--- src/rtl/rxef_pkg.sv ---
package rxef_pkg;

  localparam int HOLD_MS_MIN = 45;
  localparam int HOLD_MS_MAX = 300;

  typedef enum logic [1:0] {
    EV_NONE,
    EV_RAISE_NOW,
    EV_RAISE_EDGE,
    EV_RELEASE
  } flag_ev_e;

  function automatic int clamp_hold_ms(int ms);
    if (ms < HOLD_MS_MIN) return HOLD_MS_MIN;
    if (ms > HOLD_MS_MAX) return HOLD_MS_MAX;
    return ms;
  endfunction

  function automatic int bits_for(int value);
    return (value < 2) ? 1 : $clog2(value + 1);
  endfunction

endpackage

--- src/rtl/rxef_edge_detect.sv ---
module rxef_edge_detect (
  input  logic clk,
  input  logic rst_n,
  input  logic lrck,
  output logic lr_edge
);
  logic lrck_q;

  always_ff @(posedge clk) begin
    if (!rst_n) lrck_q <= 1'b0;
    else        lrck_q <= lrck;
  end

  assign lr_edge = lrck ^ lrck_q;
endmodule

--- src/rtl/rxef_run_counter.sv ---
module rxef_run_counter #(
  parameter int RUN_LIMIT = 9,
  localparam int RUN_W = rxef_pkg::bits_for(RUN_LIMIT)
) (
  input  logic             clk,
  input  logic             rst_n,
  input  logic             par_stb,
  input  logic             par_bad,
  output logic [RUN_W-1:0] run_cnt,
  output logic             run_err
);
  localparam logic [RUN_W-1:0] LIMIT = RUN_W'(RUN_LIMIT);

  function automatic logic [RUN_W-1:0] run_next(logic [RUN_W-1:0] cur, logic bad);
    if (!bad)         return '0;
    if (cur >= LIMIT) return LIMIT;
    return cur + 1'b1;
  endfunction

  always_ff @(posedge clk) begin
    if (!rst_n)       run_cnt <= '0;
    else if (par_stb) run_cnt <= run_next(run_cnt, par_bad);
  end

  assign run_err = (run_cnt >= LIMIT);
endmodule

--- src/rtl/rxef_hold_timer.sv ---
module rxef_hold_timer #(
  parameter int CLK_KHZ = 12288,
  parameter int HOLD_MS = 100,
  localparam int HOLD_EFF = rxef_pkg::clamp_hold_ms(HOLD_MS),
  localparam int MS_W  = rxef_pkg::bits_for(HOLD_EFF),
  localparam int PRE_W = rxef_pkg::bits_for(CLK_KHZ)
) (
  input  logic clk,
  input  logic rst_n,
  input  logic load,
  output logic hold_done
);
  localparam logic [PRE_W-1:0] PRE_LAST = PRE_W'(CLK_KHZ - 1);
  localparam logic [MS_W-1:0]  MS_LOAD  = MS_W'(HOLD_EFF);

  logic [PRE_W-1:0] pre_cnt;
  logic [MS_W-1:0]  ms_left;
  logic             ms_tick;

  assign ms_tick   = (pre_cnt == PRE_LAST);
  assign hold_done = (ms_left == '0);

  always_ff @(posedge clk) begin
    if (!rst_n) begin
      pre_cnt <= '0;
      ms_left <= '0;
    end else if (load) begin
      pre_cnt <= '0;
      ms_left <= MS_LOAD;
    end else if (!hold_done) begin
      if (ms_tick) begin
        pre_cnt <= '0;
        ms_left <= ms_left - 1'b1;
      end else begin
        pre_cnt <= pre_cnt + 1'b1;
      end
    end
  end
endmodule

--- src/rtl/rx_err_flag.sv ---
module rx_err_flag #(
  parameter int CLK_KHZ   = 12288,
  parameter int HOLD_MS   = 100,
  parameter int RUN_LIMIT = 9
) (
  input  logic clk,
  input  logic rst_n,
  input  logic lrck,
  input  logic lock_lost,
  input  logic par_stb,
  input  logic par_bad,
  input  logic rate_chg_stb,
  input  logic nonpcm_det,
  input  logic nonpcm_en,
  output logic err_flag
);
  import rxef_pkg::*;

  localparam int RUN_W = bits_for(RUN_LIMIT);

  logic             lr_edge;
  logic [RUN_W-1:0] run_cnt;
  logic             run_err;
  logic             hold_done;
  logic             hold_load;
  logic             src_act;
  flag_ev_e         flag_ev;

  rxef_edge_detect u_edge (
    .clk     (clk),
    .rst_n   (rst_n),
    .lrck    (lrck),
    .lr_edge (lr_edge)
  );

  rxef_run_counter #(.RUN_LIMIT(RUN_LIMIT)) u_run (
    .clk     (clk),
    .rst_n   (rst_n),
    .par_stb (par_stb),
    .par_bad (par_bad),
    .run_cnt (run_cnt),
    .run_err (run_err)
  );

  rxef_hold_timer #(.CLK_KHZ(CLK_KHZ), .HOLD_MS(HOLD_MS)) u_hold (
    .clk       (clk),
    .rst_n     (rst_n),
    .load      (hold_load),
    .hold_done (hold_done)
  );

  assign src_act = lock_lost | run_err | (nonpcm_en & nonpcm_det);

  always_comb begin
    if (rate_chg_stb)                               flag_ev = EV_RAISE_NOW;
    else if (!err_flag && lr_edge && src_act)       flag_ev = EV_RAISE_EDGE;
    else if (err_flag && lr_edge && !src_act && hold_done)
                                                    flag_ev = EV_RELEASE;
    else                                            flag_ev = EV_NONE;
  end

  assign hold_load = (flag_ev == EV_RAISE_NOW) || (flag_ev == EV_RAISE_EDGE);

  always_ff @(posedge clk) begin
    if (!rst_n) err_flag <= 1'b0;
    else begin
      case (flag_ev)
        EV_RAISE_NOW, EV_RAISE_EDGE: err_flag <= 1'b1;
        EV_RELEASE:                  err_flag <= 1'b0;
        default:                     err_flag <= err_flag;
      endcase
    end
  end
endmodule

--- config.mk ---
export PLATFORM = sky130hd
export DESIGN_NAME = rx_err_flag
export DESIGN_NICKNAME = d
export VERILOG_FILES = /design/src/rtl/rxef_pkg.sv /design/src/rtl/rxef_edge_detect.sv /design/src/rtl/rxef_run_counter.sv /design/src/rtl/rxef_hold_timer.sv /design/src/rtl/rx_err_flag.sv
export SDC_FILE = /design/constraint.sdc
export NUM_CORES = 1
export LEC_CHECK = 0
export BUFFER_PORTS_ARGS = -buffer_cell sky130_fd_sc_hd__buf_2
export CAP_MARGIN = 20
export CELL_PAD_IN_SITES_DETAIL_PLACEMENT = 0
export CELL_PAD_IN_SITES_GLOBAL_PLACEMENT = 1
export CORE_MARGIN = 1.5
export CORE_UTILIZATION = 42
export CTS_CLUSTER_DIAMETER = 80
export CTS_CLUSTER_SIZE = 12
export DETAILED_ROUTE_END_ITERATION = 7
export GPL_ROUTABILITY_DRIVEN = 0
export PLACE_DENSITY_LB_ADDON = 0.3
export SLEW_MARGIN = 30
export SYNTH_ARGS = -nofsm -noshare
export SYNTH_HDL_FRONTEND = slang
export SYNTH_HIERARCHICAL = 1
export SYNTH_SLANG_ARGS = --single-unit
--- constraint.sdc ---
create_clock -name clk -period 2.71 [get_ports clk]
set_input_delay 0.6775 -clock clk [delete_from_list [all_inputs] [get_ports clk]]
set_output_delay 0.6775 -clock clk [all_outputs]
set_load 0.01 [all_outputs]
Word level (Yosys, flattened, before mapping) --
Cells that the tools add are included.
Storage, ports and cells: output and inout bits 1, input bits 9, register bits after elaboration 27, logic and storage cells 55
Operators by class: bitwise operators 6, magnitude comparators 1, eq/ne operators 5, multiplexer cells 19, reduce and logical (&&, ||, !) cells 15, add/sub/neg operators 3
Operators by type and width (count):
- $mux 7 | 3
- $mux 4 | 4
- $add 14x1->14 const B | 1
- $eq 14x14->1 const B | 1
- $mux 14 | 1
- $logic_not 7->1 | 1
- $mux 1 | 7
- $sub 7x1->7 const B | 1
- $mux 2 | 3
- $logic_and 1x1->1 | 5
- $add 4x1->4 const B | 1
- $eq 2x2->1 const B | 2
- $ge 4x4->1 const B | 1
- $reduce_and 2->1 | 2
- $reduce_bool 2->1 | 2
- $reduce_or 2->1 | 2
- $eq 2x1->1 const B | 1
- $logic_not 1->1 | 2
- $ne 2x1->1 const B | 1
- $not 1->1 | 2
- $or 1x1->1 | 2
- $pmux 1 s2 | 1
- $and 1x1->1 | 1
- $logic_or 1x1->1 | 1
- $xor 1x1->1 | 1

Logic depth before layout (Yosys ltp) --
Gate-level depths: netlist of the first run.
word-level depth 13, depth in mapped cells 13, mapped depth without buffers 11

Cells and area by module --
The synthesis of the first run kept the hierarchy.
Modules (own cells, without submodules):
- rxef_hold_timer | times used 1, sequential area each 420.4 µm², cells an instance 127, area an instance 1209.9 µm²
- rxef_run_counter | times used 1, sequential area each 80.1 µm², cells an instance 27, area an instance 236.5 µm²
- rx_err_flag | times used 1, sequential area each 20.0 µm², cells an instance 13, area an instance 143.9 µm²
- rxef_edge_detect | times used 1, sequential area each 20.0 µm², cells an instance 3, area an instance 36.3 µm²

Least setup slack after synthesis of the first run --
Ideal clock, no wire load.
kind register to register, from reg u_hold.ms_left[0], to reg u_hold.pre_cnt[10], data required time 2.589 ns, setup slack 0.065 ns, buffers on the path 2, setup time 0.121 ns, data arrival time 2.523 ns, stages on the path, launching flop included 13, period minus slack after synthesis 2.645 ns, cell sequence dfxtp_1 -> inv_1 -> ha_1 -> or3b_4 -> nor2_8 -> buf_12 -> buf_8 -> and4b_1 -> mux2i_1 -> ha_1 -> nand2b_1 -> nor2_1 -> mux2_4
Between the ends: word-level cells in the longest chain between the ends 8, elaborated cells between the ends (all ways) 9, classes of those cells eq/ne: 2; mux: 3; reduce/logical: 4
RTL lines:
- start: declaration | RTL line rxef_hold_timer.sv:17 | logic [MS_W-1:0] ms_left;
- start signal: assignment | RTL line rxef_hold_timer.sv:33 | ms_left <= ms_left - 1'b1;
- $logic_not 7->1 * | RTL line rxef_hold_timer.sv:21 | assign hold_done = (ms_left == '0);
- named net hold_done | RTL line rx_err_flag.sv:24 | logic hold_done;
- $logic_and 1x1->1 * | RTL line rx_err_flag.sv:57 | else if (err_flag && lr_edge && !src_act && hold_done)
- $mux 2 * | RTL line rx_err_flag.sv:57
- $mux 2 * | RTL line rx_err_flag.sv:56 | else if (!err_flag && lr_edge && src_act) flag_ev = EV_RAISE_EDGE;
- $mux 2 * | RTL line rx_err_flag.sv:55 | if (rate_chg_stb) flag_ev = EV_RAISE_NOW;
- $eq 2x1->1 or $eq 2x2->1 (tied branches) | RTL line rx_err_flag.sv:62 | assign hold_load = (flag_ev == EV_RAISE_NOW) || (flag_ev == EV_RAISE_EDGE);
- $logic_or 1x1->1 * | RTL line rx_err_flag.sv:62
- named net hold_load | RTL line rx_err_flag.sv:25 | logic hold_load;
- $reduce_or 2->1 (no line) *
- end signal: assignment | RTL line rxef_hold_timer.sv:35 | pre_cnt <= pre_cnt + 1'b1;
- end: declaration | RTL line rxef_hold_timer.sv:16 | logic [PRE_W-1:0] pre_cnt;
Mark *: on every way through the listed nets, which the timed path passes. The rest lies on a longest branch. A chain may end at the register's enable or synchronous reset.

Worst setup path in the final report of the first run --
from reg u_hold.ms_left[0], to reg u_hold.pre_cnt[6]
The elaborated chain is that of the path after synthesis.

==> flow_summary.toml, run 1 <==
[clocking]
cts_htree_levels = 1
hold_buffers = 0
cts_buffer_depth = 2
cts_buffers = 3
cts_root_buf = "clkbuf_8"
cts_tree = "done"
numClockSinks = 27
path_clk_slew_ns = 0.09
clkLatencyLatePin_ns = 0.27

[timing]
clock_skew_ns = 0.00341
max_freq_mhz = 396
max_slew_margin = 0.567
worst_slack_ns = 0.187
drv_slew = 0
final.period_utilization = 0.931
rsz0062_at_grt = "yes"
fin_hold_ws_ns = 0.502
hold_violations = 0
setup_violations = 0
max_slew.worst_pin.slew_ns = 0.649
finalCriticalPeriod_ns = 2.52

[layout]
diodes = 0
utilization = 0.473
syn2layout_area_growth_pct = 7.23
num-fill-cells = 366
drive_gt1_frac = 0.217
postLayoutCellArea_sq_mm = 0.00174
instances_no_fill = 228
multiInputGateArea_sq_mm = 0.00100
layout_common_cells = "dfxtp_1, nor2_1, nand2_1, o31ai_1, buf_2"
final_nets = 197
mostFrequentLayoutCell = "dfxtp_1"
seqCellArea_sq_um = 541

[pwr]
power_density_mw_per_mm2 = 443
p_sw_frac = 0.272
max-vdd-ir-drop_mv = 0.222
pwr-share-seq = 0.545
pwr-share-clk = 0.293
power.leakage_nw = 0.587
p_int_mw = 0.563
comb_power_share = 0.161
switchingPower_mw = 0.210

[worst_setup_path]
cp.required_ns = 2.92
crit_arrival_ns = 2.73
criticalPathCategory = "reg -> reg"
crit_fanout = 11
startpoint_type = "register"
end_kind = "register"

[drt]
via_per_inst = 5.77
ant_nets = 0
dr.pass1.iters = 4
finalWirelength_mm = 3.26
drc = 0
vias = 1315
drt_iter0_drc = 68
wl_per_cell_microns = 14.3

[die]
io_pins = 10
die-area_sq_mm = 0.00425
rows = 22
fp.dieW_microns = 65.2
initial_core_util = 0.441
die_y_microns = 65.2
fp.coreArea_sq_mm = 0.00369

[grt]
grt-ovfl-total = 0
grt_pass1_vias = 1267
grtUsageTotal = 0.164
grt_antenna_before_repair = 0
grt_start_max_net_pins = 24
grt_pass1_wl_mm = 5.55

[job]
cap_violations = 0

[synth]
synthArstFlopShare = 0
ys_ff_latch = 27
synthDistinctLibCells = 55
synth-edff-count = 0
synth_top_flop_cell = "dfxtp_1"
synth_area_per_cell_sq_um = 9.57
syn_area_sq_mm = 0.00163
syn_inst = 170
synth_nets = 186
seq_area_frac_synth = 0.332
ys_warn_count = 6

[placed_design]
place_area_sq_mm = 0.00170
dp_hpwl_mm = 2.40
dpl_worst_slack_ns = 0.0982
place_inst = 224
portBuffers = 9

[outcome]
status = "completed"

[min_path]
min_path_type = "reg -> reg"
-- critical path: stages, from the launching register on --
cell     delay [ns]
dfxtp_1        0.34
inv_1          0.06
ha_1           0.23
or3b_4         0.48
nor2_8         0.12
and4b_1        0.21
mux2i_1        0.08
ha_1           0.37
nor2_2         0.22
o31ai_4        0.20
a21oi_1        0.15
-- synthesized netlist by cell type, types with 3 or more instances --
master,number,area (sq um)
or4_1,8,60.1
or3_1,3,18.8
mux2i_1,3,30.0
xor2_1,6,52.6
nand2_1,10,37.5
nor2_1,12,45.0
nand4_1,5,31.3
ha_1,7,87.6
o31ai_1,10,75.1
inv_1,7,26.3
dfxtp_1,27,541
a21oi_1,5,25.0
a21oi_2,6,52.6
o21ai_0,3,15.0
nor2_2,3,18.8
nand3_1,3,15.0
nor4_1,3,18.8
-- cell families after synthesis --
group,count (synthesis),synth area share
XOR/XNOR,6,0.0323
flip-flops,27,0.332
buffers and inverters,13,0.0569
adder cells (fa/ha/maj),7,0.0538
AND/OR/NAND/NOR,70,0.275
AO/OA/AOI/OAI,42,0.212
multiplexers,5,0.0369
-- per-layer routing --
| metal | routed length (microns) | vias up | global-route usage |
|---|---|---|---|
| met2 | 1560 | 14 | 0.273 |
| met1 | 1570 | 629 | 0.210 |
| met4 | 44 | 0 | 0.0677 |
| met3 | 82 | 5 | 0.0274 |
| met5 | 0 | - | 0 |
| li1 | - | 667 | - |
-- path summary, 6_finish.rpt --
kind	start	end	slack [ns]	cells after the start
setup reg to reg	u_hold/ms_left[0]	u_hold/pre_cnt[6]	0.19	10
hold / removal	u_hold/ms_left[4]	u_hold/ms_left[4]	0.50	2
hold reg to reg	u_hold/ms_left[4]	u_hold/ms_left[4]	0.50	2
setup / recovery	u_hold/ms_left[0]	u_hold/pre_cnt[6]	0.19	10
-- stage by stage --
stage	power [mW]	setup TNS, ns
floorplan	0.531	0
global placement	0.547	0
detailed placement	0.555	0
CTS	0.783	0
global route	0.815	-0.0294
finish	0.773	0
-- state kept, by name, summed over array words and instances, names as in the netlist --
register	flops
err_flag	1
u_edge/lrck_q	1
u_hold/ms_left	7
u_hold/pre_cnt	14
u_run/run_cnt	4
-- final cells by class --
class                           instances  area share
Tap cell                               48      0.0344
Timing Repair Buffer                   12      0.0387
Sequential cell                        27       0.310
Multi-Input combinational cell        130       0.576
Clock buffer                            4      0.0258
Inverter                                7      0.0151
-- timing repair --
item / in CTS / in global routing
gates resized for setup: 0 / 1
setup endpoints to repair: 0 / 12
buffers inserted: 0 / 0
-- power by group through the flow --
stage / Combinational, mW / Sequential, mW / Clock [mW]
finish: 0.125 / 0.422 / 0.227
global route: 0.139 / 0.424 / 0.252
CTS: 0.124 / 0.421 / 0.237
detailed placement: 0.124 / 0.431 / 0
global placement: 0.118 / 0.429 / 0
floorplan: 0.104 / 0.427 / 0
Note: power is estimated with default switching activity, not from simulation.
==> run 2: changes to the inputs <==
CORE_UTILIZATION = 44   (was 42)
CTS_BUF_LIST = sky130_fd_sc_hd__clkbuf_8   (was unset)
==> run 2 against run 1 <==
Count of clock-buffer cells in the layout fell by 1. Non-clock buffer count rose by 1. Worst hold slack got worse by 0.020 ns. Flip-flop and latch count did not move. Highest routed layer unchanged.
==> flow_summary.toml, run 2 (synthesized netlist as in run 1, its figures left out) <==
[layout]
layout_common_cells = "dfxtp_1, nor2_1, nand2_1, o31ai_1, buf_2"
largest_register_ffs = 14
top_regs = "u_hold/pre_cnt x14, u_hold/ms_left x7, u_run/run_cnt x4"
num-fill-cells = 339
multiInputGateArea_sq_mm = 0.00101
postLayoutCellArea_sq_mm = 0.00176
seqCellArea_sq_um = 541
final_nets = 198
diodes = 0
mostFrequentLayoutCell = "dfxtp_1"
syn2layout_area_growth_pct = 8.08
drive_gt1_frac = 0.232
top_register = "u_hold/pre_cnt"
utilization = 0.511

[drt]
wl_per_cell_microns = 13.8
dr.pass1.iters = 4
route.top_layer_used = "met4"
wirelength_met1_mm = 1.53
wl_met3_microns = 69
via_per_inst = 5.75
drt_iter0_drc = 52
vias = 1306
ant_nets = 0
drc = 0
finalWirelength_mm = 3.14
met2_length_mm = 1.50

[pwr]
power_mw = 0.780
power.leakage_nw = 0.595
power_density_mw_per_mm2 = 443
max-vdd-ir-drop_mv = 0.273

[outcome]
status = "completed"

[worst_setup_path]
end_kind = "register"
cp.required_ns = 2.88
criticalPathCategory = "reg -> reg"
crit_fanout = 6
startpoint_type = "register"
crit_arrival_ns = 2.71

[grt]
grtUsageTotal = 0.176
grt_pass1_vias = 1312
grt-ovfl-total = 0
grt_start_max_net_pins = 24
grt_antenna_before_repair = 0
grt_pass1_wl_mm = 5.81

[placed_design]
portBuffers = 9
place_area_sq_mm = 0.00170
dp_hpwl_mm = 2.30

[die]
io_pins = 10
fp.dieW_microns = 63.8
initial_core_util = 0.473
fp.coreArea_sq_mm = 0.00344
die-area_sq_mm = 0.00407
die_y_microns = 63.8
rows = 21

[clocking]
cts_buffer_depth = 2
path_clk_slew_ns = 0.09
clkLatencyLatePin_ns = 0.27
cts_setup_buffers = 0
cts_htree_levels = 1
hold_buffers = 0
numClockSinks = 27
cts_buffers = 3
cts_root_buf = "clkbuf_8"
cts_resized = 0
cts_tree = "done"

[timing]
hold_violations = 0
clock_skew_ns = 0.00124
tns_ns = 0
final.period_utilization = 0.936
max_slew_margin = 0.558
setup_violations = 0
finalCriticalPeriod_ns = 2.54
drv_slew = 0
max_freq_mhz = 394
max_slew.worst_pin.slew_ns = 0.663
rsz0062_at_grt = "no"
fin_hold_ws_ns = 0.481

[job]
cap_violations = 0

[min_path]
min_path_type = "reg -> reg"
## run 2: path summary, 6_finish.rpt
| check | cells past startpoint | slack, ns | end | from |
|---|---|---|---|---|
| worst max register to register | 10 | 0.17 | u_hold/pre_cnt[10] | u_hold/ms_left[0] |
| worst min register to register | 2 | 0.48 | u_hold/ms_left[6] | u_hold/ms_left[6] |
| worst min-delay path | 2 | 0.48 | u_hold/ms_left[6] | u_hold/ms_left[6] |
| worst max-delay path | 10 | 0.17 | u_hold/pre_cnt[10] | u_hold/ms_left[0] |
## run 2: through the flow
| step | std cells | setup slack, ns |
|---|---|---|
| finish | 227 | 0.175 |
| global route | 227 | 0.0258 |
| CTS | 227 | 0.0472 |
| global placement | 223 | 0.203 |
| detailed placement | 223 | 0.0764 |
| floorplan | 170 | 0.0653 |
## run 2: per-layer routing
metal  GRT usage  vias up
met5           0        -
met4      0.0598        0
met3      0.0211        4
met2       0.299       13
met1       0.229      616
li1            -      673
## run 2: critical path, stage by stage, from the launching register on
cell	delay [ns]
dfxtp_1	0.35
inv_1	0.06
ha_1	0.22
or3b_4	0.47
nor2_8	0.11
and4b_1	0.22
mux2i_1	0.09
ha_2	0.42
nand2b_1	0.19
nor2_1	0.06
mux2_4	0.25
## run 2: final cells by class
class,instances,area share
multi-input combinational,130,0.576
sequential,27,0.307
timing repair buffer,13,0.0427
tap,46,0.0327
clock buffer,3,0.0235
inverter,7,0.0149
clock inverter,1,0.00285
## run 2: where the power goes
part,switching [mW],internal [mW],leakage [nW]
logic,0.0758,0.0526,0.350
clock network,0.128,0.103,0.0255
registers,0.0118,0.408,0.220
total,0.216,0.564,0.595
